--- src/rtl/tws_pkg.sv ---
package tws_pkg;

  typedef enum logic [3:0] {
    ST_IDLE,
    ST_ADDR,
    ST_AACK,
    ST_WR,
    ST_WWAIT,
    ST_WACK,
    ST_RWAIT,
    ST_RD,
    ST_RACK,
    ST_IGNORE
  } tws_state_e;

endpackage

--- src/rtl/tws_sync.sv ---
module tws_sync #(
  parameter int STAGES = 2
) (
  input  logic clk,
  input  logic rst_n,
  input  logic d_i,
  output logic q_o,
  output logic prev_o
);

  logic [STAGES-1:0] pipe;

  always_ff @(posedge clk or negedge rst_n) begin
    if (!rst_n) begin
      pipe   <= '1;
      prev_o <= 1'b1;
    end else begin
      pipe   <= {pipe[STAGES-2:0], d_i};
      prev_o <= pipe[STAGES-1];
    end
  end

  assign q_o = pipe[STAGES-1];

endmodule

--- src/rtl/tws_cond_det.sv ---
module tws_cond_det (
  input  logic scl_now,
  input  logic scl_was,
  input  logic sda_now,
  input  logic sda_was,
  output logic scl_rise_o,
  output logic scl_fall_o,
  output logic start_o,
  output logic stop_o
);

  assign scl_rise_o = scl_now & ~scl_was;
  assign scl_fall_o = ~scl_now & scl_was;
  assign start_o    = scl_now & scl_was & sda_was & ~sda_now;
  assign stop_o     = scl_now & scl_was & ~sda_was & sda_now;

endmodule

--- src/rtl/twowire_slave.sv ---
module twowire_slave
  import tws_pkg::*;
#(
  parameter int BYTE_W      = 8,
  parameter int SYNC_STAGES = 2
) (
  input  logic              clk,
  input  logic              rst_n,
  input  logic              scl_i,
  input  logic              sda_i,
  output logic              scl_pull_o,
  output logic              sda_pull_o,
  input  logic [BYTE_W-2:0] dev_addr_i,
  output logic [BYTE_W-1:0] rx_data_o,
  output logic              rx_valid_o,
  input  logic              rx_ready_i,
  input  logic [BYTE_W-1:0] tx_data_i,
  input  logic              tx_valid_i,
  output logic              tx_ready_o
);

  localparam int ADDR_W = BYTE_W - 1;
  localparam int CNT_W  = $clog2(BYTE_W);
  localparam logic [CNT_W-1:0] LAST_BIT = CNT_W'(BYTE_W - 1);

  function automatic logic addr_hit(input logic [BYTE_W-1:0] frame,
                                    input logic [ADDR_W-1:0] dev);
    return frame[BYTE_W-1:1] == dev;
  endfunction

  function automatic logic [BYTE_W-1:0] shift_in(input logic [BYTE_W-1:0] cur,
                                                 input logic b);
    return {cur[BYTE_W-2:0], b};
  endfunction

  // line synchronisers: index 0 = clock line, 1 = data line
  logic [1:0] raw_lines, syn_lines, prv_lines;
  assign raw_lines = {sda_i, scl_i};

  generate
    for (genvar g = 0; g < 2; g++) begin : g_line
      tws_sync #(.STAGES(SYNC_STAGES)) u_sync (
        .clk    (clk),
        .rst_n  (rst_n),
        .d_i    (raw_lines[g]),
        .q_o    (syn_lines[g]),
        .prev_o (prv_lines[g])
      );
    end
  endgenerate

  logic scl_s, sda_s;
  assign scl_s = syn_lines[0];
  assign sda_s = syn_lines[1];

  // bus events, brought out as named wires
  logic scl_rise, scl_fall, start_ev, stop_ev;

  tws_cond_det u_cond (
    .scl_now    (syn_lines[0]),
    .scl_was    (prv_lines[0]),
    .sda_now    (syn_lines[1]),
    .sda_was    (prv_lines[1]),
    .scl_rise_o (scl_rise),
    .scl_fall_o (scl_fall),
    .start_o    (start_ev),
    .stop_o     (stop_ev)
  );

  tws_state_e        state;
  logic [CNT_W-1:0]  bit_cnt;
  logic              byte_full;
  logic [BYTE_W-1:0] shreg;
  logic              rw_q;
  logic              mack_q;
  logic              sda_pull_q, scl_pull_q;
  logic [BYTE_W-1:0] rx_data_q;
  logic              rx_valid_q;

  logic rx_pop, rx_push, tx_load, byte_done;
  assign rx_pop    = rx_valid_q & rx_ready_i;
  assign rx_push   = (state == ST_WWAIT) & ~rx_valid_q & ~start_ev & ~stop_ev;
  assign tx_load   = (state == ST_RWAIT) & tx_valid_i & ~start_ev & ~stop_ev;
  assign byte_done = scl_fall & byte_full;

  always_ff @(posedge clk or negedge rst_n) begin
    if (!rst_n) begin
      state      <= ST_IDLE;
      bit_cnt    <= '0;
      byte_full  <= 1'b0;
      shreg      <= '0;
      rw_q       <= 1'b0;
      mack_q     <= 1'b1;
      sda_pull_q <= 1'b0;
      scl_pull_q <= 1'b0;
      rx_data_q  <= '0;
      rx_valid_q <= 1'b0;
    end else begin
      if (rx_pop) rx_valid_q <= 1'b0;

      if (start_ev || stop_ev) begin
        state      <= start_ev ? ST_ADDR : ST_IDLE;
        bit_cnt    <= '0;
        byte_full  <= 1'b0;
        sda_pull_q <= 1'b0;
        scl_pull_q <= 1'b0;
      end else begin
        case (state)
          ST_ADDR, ST_WR: begin
            if (scl_rise) begin
              shreg   <= shift_in(shreg, sda_s);
              bit_cnt <= bit_cnt + CNT_W'(1);
              if (bit_cnt == LAST_BIT) byte_full <= 1'b1;
            end else if (byte_done) begin
              byte_full <= 1'b0;
              bit_cnt   <= '0;
              if (state == ST_ADDR) begin
                if (addr_hit(shreg, dev_addr_i)) begin
                  state      <= ST_AACK;
                  sda_pull_q <= 1'b1;
                  rw_q       <= shreg[0];
                end else begin
                  state <= ST_IGNORE;
                end
              end else begin
                state      <= ST_WWAIT;
                scl_pull_q <= 1'b1;
              end
            end
          end
          ST_WWAIT: begin
            if (rx_push) begin
              rx_data_q  <= shreg;
              rx_valid_q <= 1'b1;
              scl_pull_q <= 1'b0;
              sda_pull_q <= 1'b1;
              state      <= ST_WACK;
            end
          end
          ST_AACK: begin
            if (scl_fall) begin
              sda_pull_q <= 1'b0;
              if (rw_q) begin
                state      <= ST_RWAIT;
                scl_pull_q <= 1'b1;
              end else begin
                state <= ST_WR;
              end
            end
          end
          ST_WACK: begin
            if (scl_fall) begin
              sda_pull_q <= 1'b0;
              state      <= ST_WR;
            end
          end
          ST_RWAIT: begin
            if (tx_load) begin
              shreg      <= tx_data_i;
              sda_pull_q <= ~tx_data_i[BYTE_W-1];
              scl_pull_q <= 1'b0;
              bit_cnt    <= '0;
              state      <= ST_RD;
            end
          end
          ST_RD: begin
            if (scl_rise) begin
              bit_cnt <= bit_cnt + CNT_W'(1);
              if (bit_cnt == LAST_BIT) byte_full <= 1'b1;
            end else if (scl_fall) begin
              if (byte_full) begin
                byte_full  <= 1'b0;
                sda_pull_q <= 1'b0;
                state      <= ST_RACK;
              end else begin
                shreg      <= shreg << 1;
                sda_pull_q <= ~shreg[BYTE_W-2];
              end
            end
          end
          ST_RACK: begin
            if (scl_rise) begin
              mack_q <= sda_s;
            end else if (scl_fall) begin
              if (!mack_q) begin
                state      <= ST_RWAIT;
                scl_pull_q <= 1'b1;
              end else begin
                state <= ST_IGNORE;
              end
            end
          end
          default: ;
        endcase
      end
    end
  end

  assign scl_pull_o = scl_pull_q;
  assign sda_pull_o = sda_pull_q;
  assign rx_data_o  = rx_data_q;
  assign rx_valid_o = rx_valid_q;
  assign tx_ready_o = (state == ST_RWAIT);

  // assertions

  assert_start_to_addr_R9: assert property (@(posedge clk) disable iff (!rst_n)
    start_ev |=> (state == ST_ADDR && bit_cnt == '0 && !sda_pull_o && !scl_pull_o));

  assert_stop_to_idle_R10: assert property (@(posedge clk) disable iff (!rst_n)
    stop_ev |=> (state == ST_IDLE && !sda_pull_o && !scl_pull_o));

  assert_ignore_quiet_R3: assert property (@(posedge clk) disable iff (!rst_n)
    (state == ST_IGNORE) |-> (!sda_pull_o && !scl_pull_o));

  assert_rx_held_R4: assert property (@(posedge clk) disable iff (!rst_n)
    (rx_valid_o && !rx_ready_i) |=> (rx_valid_o && $stable(rx_data_o)));

  assert_sda_low_phase_R6: assert property (@(posedge clk) disable iff (!rst_n)
    !$stable(sda_pull_o) |-> !scl_s);

  assert_stretch_on_fall_R7: assert property (@(posedge clk) disable iff (!rst_n)
    $rose(scl_pull_o) |-> $past(scl_fall));

endmodule

--- config.mk ---
export PLATFORM = sky130hd
export DESIGN_NAME = twowire_slave
export DESIGN_NICKNAME = d
export VERILOG_FILES = /design/src/rtl/tws_pkg.sv /design/src/rtl/tws_sync.sv /design/src/rtl/tws_cond_det.sv /design/src/rtl/twowire_slave.sv
export SDC_FILE = /design/constraint.sdc
export NUM_CORES = 1
export LEC_CHECK = 0
export ABC_AREA = 1
export BUFFER_PORTS_ARGS = -buffer_cell sky130_fd_sc_hd__buf_2
export CAP_MARGIN = 20
export CORE_UTILIZATION = 57
export DETAILED_ROUTE_END_ITERATION = 6
export GPL_ROUTABILITY_DRIVEN = 0
export PLACE_DENSITY = 0.8
export SYNTH_ARGS = -nofsm -noshare
export SYNTH_HDL_FRONTEND = slang
export SYNTH_SLANG_ARGS = --single-unit
export TNS_END_PERCENT = 100
--- constraint.sdc ---
create_clock -name clk -period 1.9 [get_ports clk]
set_input_delay 0.19 -clock clk [delete_from_list [all_inputs] [get_ports clk]]
set_output_delay 0.19 -clock clk [all_outputs]
set_load 0.1 [all_outputs]
==> impl_metrics.json, run 1 <==
{
  "static-leakage-power_nw": 1.47,
  "fin_total_pwr_w": 0.00495,
  "timing.critical_path.required_ps": 2120,
  "core_um2": 3720,
  "clk_pin_slew_worst_paths_ps": 70,
  "die_h_um": 64.9,
  "h_tree_level_count": 2,
  "drt_pre_antenna_iters": 5,
  "synth_fp_nets": 340,
  "post-route-period-util": 1.01,
  "routed_length_per_instance_um": 14.4,
  "synth.cell_area_um2": 2260,
  "timing.setup.critical_path_class": "flip-flop to flip-flop",
  "end_kind": "flip-flop",
  "rr_worst_depth": 11,
  "synth_enable_flop_cells": 0,
  "min_to": "rx_valid_o$_DFF_PN0_",
  "peak_supply_drop_uv": 801,
  "critical_path.slowest_cell": "sky130_fd_sc_hd__dfstp_2",
  "hold_violations": 0,
  "status": "finished, violations left",
  "cts.root.buffer_cell": "sky130_fd_sc_hd__clkbuf_8",
  "power_per_cell_area_nw_per_um2": 1770,
  "timing.hold.worst.class": "input port to flip-flop",
  "insertedDiodeCount": 0,
  "max-cap-violations": 0,
  "finClkSkew_ps": 5.07,
  "cts_buffers": 5,
  "layout.core_utilization": 0.751,
  "yosysUniqueCellTypes": 33,
  "sequential_element_share_of_the_synthesized_area": 0.392,
  "synthesis.instances": 314,
  "ys_top_cells_by_count": "106 x sky130_fd_sc_hd__nand2_1, 35 x sky130_fd_sc_hd__inv_1, 34 x sky130_fd_sc_hd__nor2_1",
  "areaGrowthSynthToFinish_pct": 23.6,
  "pin_count_of_the_biggest_net_entering_global_routing": 36,
  "crit_arrival_ps": 2140,
  "worstReg2RegEnd": "state[3]$_DFFE_PN0P_",
  "grt_setup_unrepaired": "yes",
  "design.portCount": 33,
  "detailed_place_hpwl_mm": 3.85,
  "final_critical_delay_including_setup_and_external_delays_ps": 1920,
  "globalRouteMet2Util": 0.469,
  "crit_path_cell_trace": "ha_4, nand3_2, nand2_4, clkinvlp_4, nand3b_1, inv_1, nor2_4, nand2_2, nor2_4, nand2_1, nand2_1",
  "timing_worst_slew_pin_value_ps": 774,
  "clock_latency_ps": 290,
  "route.antenna.remaining_nets": 0,
  "initial_core_util": 0.607,
  "synth_top_cells_by_area": "sky130_fd_sc_hd__dfrtp_1 31%, sky130_fd_sc_hd__nand2_1 18%, sky130_fd_sc_hd__dfstp_2 8.1%",
  "worst_hold_path.num_cells": 2,
  "tritoncts_num_sinks": 35,
  "postLayoutSetupSlackWorst_ps": -21.6,
  "setup_viols_final": 1,
  "critical_path.top_delay_family": "simple AND/OR/NAND/NOR gates",
  "post_route_cells_drive_above_1_share": 0.306,
  "synth_warnings": 0,
  "cts_tree": "yes",
  "design.die.area_um2": 4220,
  "numPortBuffers": 32,
  "rr_startpoint": "g_line[0].u_sync.prev_o$_DFF_PN1_",
  "violations": "setup timing",
  "layout.nets": 388,
  "die_w_um": 64.9,
  "grt_usage": 0.301,
  "grt_pass1_wl_mm": 9.54,
  "drc_errors": 0,
  "startpoint_type": "flip-flop",
  "yosys.area.top_type": "sky130_fd_sc_hd__dfrtp_1",
  "cpPeakStageDelay_ps": 560,
  "synth_async_sr_flop_share": 1.00,
  "grt.busiest_layer": "met2",
  "globalRouteMet3Util": 0.0563,
  "worst-path-buf-inv": 2,
  "use_met1": 0.394,
  "min_from": "rx_ready_i",
  "vias_in_the_first_global_route": 2121,
  "detail_route.iter0.violations": 219,
  "synth.most_common_cell": "sky130_fd_sc_hd__nand2_1",
  "synth.top_cell.area_share": 0.310,
  "ys_ff_latch": 35,
  "critical_path_peak_fanout": 7,
  "std_cell_rows": 22,
  "cts_buffer_depth": 2,
  "viasPerCell": 5.47,
  "layout.filler_cells": 298,
  "max-slew-margin-rel": 0.484,
  "synth.avg_cell_area_um2": 7.19,
  "final_max_slew_viols": 0,
  "antenna_found_initial": 0,
  "r2r_setup_slack_ps": -20,
  "grt_overflow": 0,
  "via_count": 2247,
  "max_freq_ghz": 0.520,
  "dominantRegCellSynth": "sky130_fd_sc_hd__dfrtp_1",
  "totalWireLength_mm": 5.90
}
-- layer usage --
metal  vias up  part of all wire
li1       1089                 -
met2        98              0.47
met4         0             0.033
met5         -                 0
met3        20             0.065
met1      1040              0.43
-- registers in the layout, indices dropped and copies added (netlist names) --
| signal | flops |
|---|---|
| scl_pull_o | 1 |
| mack_q | 1 |
| bit_cnt | 3 |
| g_line.u_sync.prev_o | 2 |
| state | 4 |
| shreg | 8 |
| rx_data_o | 8 |
| g_line.u_sync.pipe | 4 |
| byte_full | 1 |
| rx_valid_o | 1 |
| sda_pull_o | 1 |
| rw_q | 1 |
-- worst max-delay path by stage --
stage | start | end | slack [ps] | depth (start not counted)
6_report | g_line[0].u_sync.prev_o$_DFF_PN1_ | state[3]$_DFFE_PN0P_ | -20 | 11
5_1_grt | g_line[0].u_sync.prev_o$_DFF_PN1_ | state[3]$_DFFE_PN0P_ | -110 | 11
4_1_cts | g_line[0].u_sync.prev_o$_DFF_PN1_ | state[3]$_DFFE_PN0P_ | -3 | 12
3_5_place_dp | g_line[0].u_sync.prev_o$_DFF_PN1_ | state[3]$_DFFE_PN0P_ | 10 | 11
3_3_place_gp | g_line[0].u_sync.pipe[1]$_DFF_PN1_ | state[0]$_DFFE_PN0P_ | 90 | 11
2_1_floorplan | g_line[0].u_sync.pipe[1]$_DFF_PN1_ | sda_pull_o$_DFFE_PN0P_ | 180 | 11
-- timing repair --
| item | in CTS | in global routing |
|---|---|---|
| resized for setup | 5 | 29 |
| setup buffers | 7 | 0 |
| hold buffers | 3 | 0 |
| cloned | 0 | 1 |
| endpoints found under the setup margin | 2 | 28 |
| pin swaps | 3 | 8 |
| hold endpoints to repair | 19 | 0 |
-- final cells by class --
cell class / instances / area (um^2) / share of cell area
Clock inverter: 1 / 7.51 / 0.00269
Timing Repair Buffer: 45 / 288 / 0.103
Tap cell: 48 / 60.1 / 0.0215
Multi-Input combinational cell: 234 / 1290 / 0.461
Inverter: 41 / 163 / 0.0583
Sequential cell: 35 / 888 / 0.319
Clock buffer: 7 / 96.3 / 0.0345
-- kinds of logic (layout without fill, tap and decap cells) --
group / Yosys count / after routing / synth area share
AO/OA/AOI/OAI: 43 / 43 / 0.121
adder cells (fa/ha/maj): 5 / 5 / 0.0277
buffers and inverters: 46 / 94 / 0.0887
flip-flops: 35 / 35 / 0.392
AND/OR/NAND/NOR: 185 / 186 / 0.371
-- through the flow --
step                      TNS [ps]  setup slack [ps]  cell area [um^2]  instances  hold WS (ps)
after floorplan                  0               181              2260        314          -106
after global placement           0              89.6              2470        392           295
after detailed placement         0              14.8              2470        392           297
after CTS                    -2.77             -2.77              2670        410          91.5
after global routing          -959              -108              2790        411           104
final                        -21.6             -21.6              2790        411          93.9
-- cell usage in the layout, fill, tap and decap left out, types with 8 or more instances in the layout --
| cell | instances |
|---|---|
| sky130_fd_sc_hd__nand2_2 | 8 |
| sky130_fd_sc_hd__dfrtp_1 | 25 |
| sky130_fd_sc_hd__nand2_1 | 101 |
| sky130_fd_sc_hd__nor2_1 | 30 |
| sky130_fd_sc_hd__inv_1 | 33 |
| sky130_fd_sc_hd__nand3_1 | 19 |
| sky130_fd_sc_hd__buf_4 | 8 |
| sky130_fd_sc_hd__buf_2 | 31 |
| sky130_fd_sc_hd__o21ai_0 | 19 |
-- report_power, final --
group,internal (W),switching [W]
clock,0.000330,0.000285
combinational,0.000809,0.00230
sequential,0.00103,0.000198
total,0.00217,0.00278
No activity file was read; power rests on OpenSTA's default activity.
==> run 2: changes to the inputs <==
ABC_AREA = default   (was 1)
CORE_UTILIZATION = 56   (was 57)
PLACE_DENSITY = 0.79   (was 0.8)
==> impl_metrics.json, run 2 <==
{
  "via_count": 1936,
  "synthesis.instances": 213,
  "clk_pin_slew_worst_paths_ps": 80,
  "post_route_cells_drive_above_1_share": 0.445,
  "synth_top_cells_by_area": "sky130_fd_sc_hd__dfrtp_1 33%, sky130_fd_sc_hd__dfstp_2 8.7%, sky130_fd_sc_hd__mux2_2 5.3%",
  "max-cap-violations": 0,
  "timing.critical_path.required_ps": 2080,
  "totalWireLength_mm": 5.71,
  "postLayoutSetupSlackWorst_ps": -179,
  "grt_usage": 0.300,
  "ys_ff_latch": 35,
  "synth_top_family_by_area": "compound AO/OA/AOI/OAI gates",
  "initial_core_util": 0.611,
  "power_per_cell_area_nw_per_um2": 1650,
  "timing.hold.worst.class": "input port to flip-flop",
  "cts_tree": "yes",
  "yosys.area.top_type": "sky130_fd_sc_hd__dfrtp_1",
  "final_critical_delay_including_setup_and_external_delays_ps": 2080,
  "drc_errors": 0,
  "vias_in_the_first_global_route": 1887,
  "layout.nets": 306,
  "switching_share": 0.483,
  "synth.avg_cell_area_um2": 9.96,
  "finClkSkew_ps": 11.7,
  "synth_xor_xnor_area_share": 0.0330,
  "crit_path_cell_trace": "buf_6, ha_4, nand2_1, nor3b_2, buf_4, o311ai_2, o311ai_4, a21oi_1, nor2_1",
  "viasPerCell": 5.92,
  "pin_count_of_the_biggest_net_entering_global_routing": 36,
  "placed_cell_area_um2": 2550,
  "worst-path-buf-inv": 2,
  "detail_route.iter0.violations": 154,
  "cts_buffers": 5,
  "dominantRegCellSynth": "sky130_fd_sc_hd__dfrtp_1",
  "synth.top_cell.area_share": 0.330,
  "tritoncts_num_sinks": 35,
  "finalHoldWorstSlack_ps": 176,
  "critical_path_peak_fanout": 5,
  "net-switching-power_w": 0.00227,
  "timing.setup.critical_path_class": "flip-flop to flip-flop",
  "hold_violations": 0,
  "static-leakage-power_nw": 1.34,
  "design.die.area_um2": 4040,
  "synth_warnings": 0,
  "drt_pre_antenna_iters": 4,
  "routed_length_per_instance_um": 17.5,
  "std_cell_rows": 21,
  "logic_pwr_share": 0.597,
  "internal-power_w": 0.00244,
  "max_freq_ghz": 0.481,
  "critical_path.top_delay_family": "compound AO/OA/AOI/OAI gates",
  "max-slew-margin-rel": 0.494,
  "startpoint_type": "flip-flop",
  "peak_supply_drop_uv": 1070,
  "core_um2": 3470,
  "cpPeakStageDelay_ps": 570,
  "die_h_um": 63.5,
  "final_cell_mix": "31 x sky130_fd_sc_hd__buf_2, 31 x sky130_fd_sc_hd__buf_4, 26 x sky130_fd_sc_hd__dfrtp_1",
  "synth.most_common_cell": "sky130_fd_sc_hd__dfrtp_1",
  "critical_path.slowest_cell": "sky130_fd_sc_hd__dfstp_2",
  "clock_latency_ps": 290,
  "areaGrowthSynthToFinish_pct": 34.5,
  "post_synth_and_or_nand_nor_area_fraction": 0.181,
  "final_max_slew_viols": 0,
  "finish.instance_area_um2": 2850,
  "synth_enable_flop_cells": 0,
  "numPortBuffers": 32,
  "post-route-period-util": 1.09,
  "synth_async_sr_flop_share": 1.00,
  "layout.filler_cells": 211,
  "synth_adder_area_share": 0.0295,
  "seq_power_share": 0.261,
  "ys_top_cells_by_count": "28 x sky130_fd_sc_hd__dfrtp_1, 19 x sky130_fd_sc_hd__nand2_1, 15 x sky130_fd_sc_hd__nor2_1",
  "insertedDiodeCount": 0,
  "synth_fp_nets": 239,
  "detailed_place_hpwl_mm": 3.85,
  "cts.root.buffer_cell": "sky130_fd_sc_hd__clkbuf_8",
  "synth_mux_area_frac": 0.106,
  "power.clock.fraction": 0.142,
  "grt_setup_unrepaired": "yes",
  "route.antenna.remaining_nets": 0,
  "design.portCount": 33,
  "grt_pass1_wl_mm": 9.06,
  "place_ws_ps": -134,
  "yosysUniqueCellTypes": 51,
  "die_w_um": 63.5,
  "synth.cell_area_um2": 2120,
  "h_tree_level_count": 2,
  "end_kind": "flip-flop",
  "antenna_found_initial": 0,
  "fin_total_pwr_w": 0.00471,
  "status": "finished, violations left",
  "grt_overflow": 0,
  "setup_viols_final": 15,
  "crit_arrival_ps": 2260,
  "fin_setup_tns_ps": -1320,
  "violations": "setup timing",
  "timing_worst_slew_pin_value_ps": 759,
  "sequential_element_share_of_the_synthesized_area": 0.417,
  "synth_compound_gate_area_share": 0.189,
  "cts_buffer_depth": 2
}
[run 2: changes by cell type in the layout (fill, tap and decap cells not counted), sizes merged, moves of 8 or more]
cell,before,now
o21ai,27,19
mux2,0,11
mux2i,0,10
xor2,0,8
inv,39,7
nand3,24,4
nand2,113,19
nor2,40,15
buf,42,68
[run 2: kinds of logic (layout without fill, tap and decap cells)]
| logic type | Yosys count | in the layout |
|---|---|---|
| buffers and inverters | 18 | 86 |
| XOR/XNOR | 8 | 8 |
| flip-flops | 35 | 35 |
| adder cells (fa/ha/maj) | 5 | 5 |
| AND/OR/NAND/NOR | 70 | 70 |
| AO/OA/AOI/OAI | 56 | 56 |
| multiplexers | 21 | 21 |
[run 2: per-layer routing]
metal | part of all wire | vias to the layer above | GRT usage | routed length, um
li1 | - | 909 | - | -
met2 | 0.49 | 93 | 0.483 | 2780
met1 | 0.43 | 921 | 0.390 | 2430
met5 | 0 | - | 0 | 0
met4 | 0.020 | 0 | 0.122 | 112
met3 | 0.067 | 13 | 0.0634 | 385
[run 2: area by class of cell]
cell class | count | area, um^2 | area share
inverter | 7 | 26.3 | 0.00921
multi-input combinational | 160 | 1260 | 0.441
tap | 46 | 57.6 | 0.0202
clock inverter | 2 | 37.5 | 0.0132
timing repair buffer | 71 | 512 | 0.179
sequential | 35 | 887 | 0.311
clock buffer | 6 | 72.6 | 0.0254
[run 2: tightest hold or removal path, delay by kind of cell]
family	cells	cell delay [ps]
AOI/OAI and AO/OA	1	110
buffers and inverters	1	80
muxes	1	50
[run 2: worst paths after layout]
check / start / to / slack, ps / depth (start not counted)
max in group asynchronous: rst_n / rx_valid_o$_DFF_PN0_ / 860 / 2
max: g_line[0].u_sync.prev_o$_DFF_PN1_ / state[0]$_DFFE_PN0P_ / -180 / 9
min: tx_data_i[5] / shreg[5]$_DFFE_PN0P_ / 180 / 3
max reg2reg: g_line[0].u_sync.prev_o$_DFF_PN1_ / state[0]$_DFFE_PN0P_ / -180 / 9
min reg2reg: g_line[0].u_sync.pipe[0]$_DFF_PN1_ / g_line[0].u_sync.pipe[1]$_DFF_PN1_ / 360 / 0
min in group asynchronous: rst_n / scl_pull_o$_DFFE_PN0P_ / 500 / 2
[run 2: power groups by stage]
stage,Combinational [W],Clock [W],Sequential [W]
2_1_floorplan,0.00121,0,0.00184
3_3_place_gp,0.00248,0,0.00121
5_1_grt,0.00298,0.000699,0.00126
4_1_cts,0.00266,0.000676,0.00123
6_report,0.00281,0.000669,0.00123
3_5_place_dp,0.00253,0,0.00124
[run 2: what timing repair did]
action	4_1_cts	5_1_grt
pin swaps	7	4
setup endpoints to repair	23	22
endpoints found under the hold margin	7	0
hold buffers	3	0
buffers inserted	5	2
cloned	0	0
gates resized for setup	17	9
[run 2: stage by stage]
step / instances / utilization
global placement: 309 / 0.737
detailed placement: 309 / 0.737
CTS: 325 / 0.806
global route: 327 / 0.822
floorplan: 213 / -
finish: 327 / 0.822
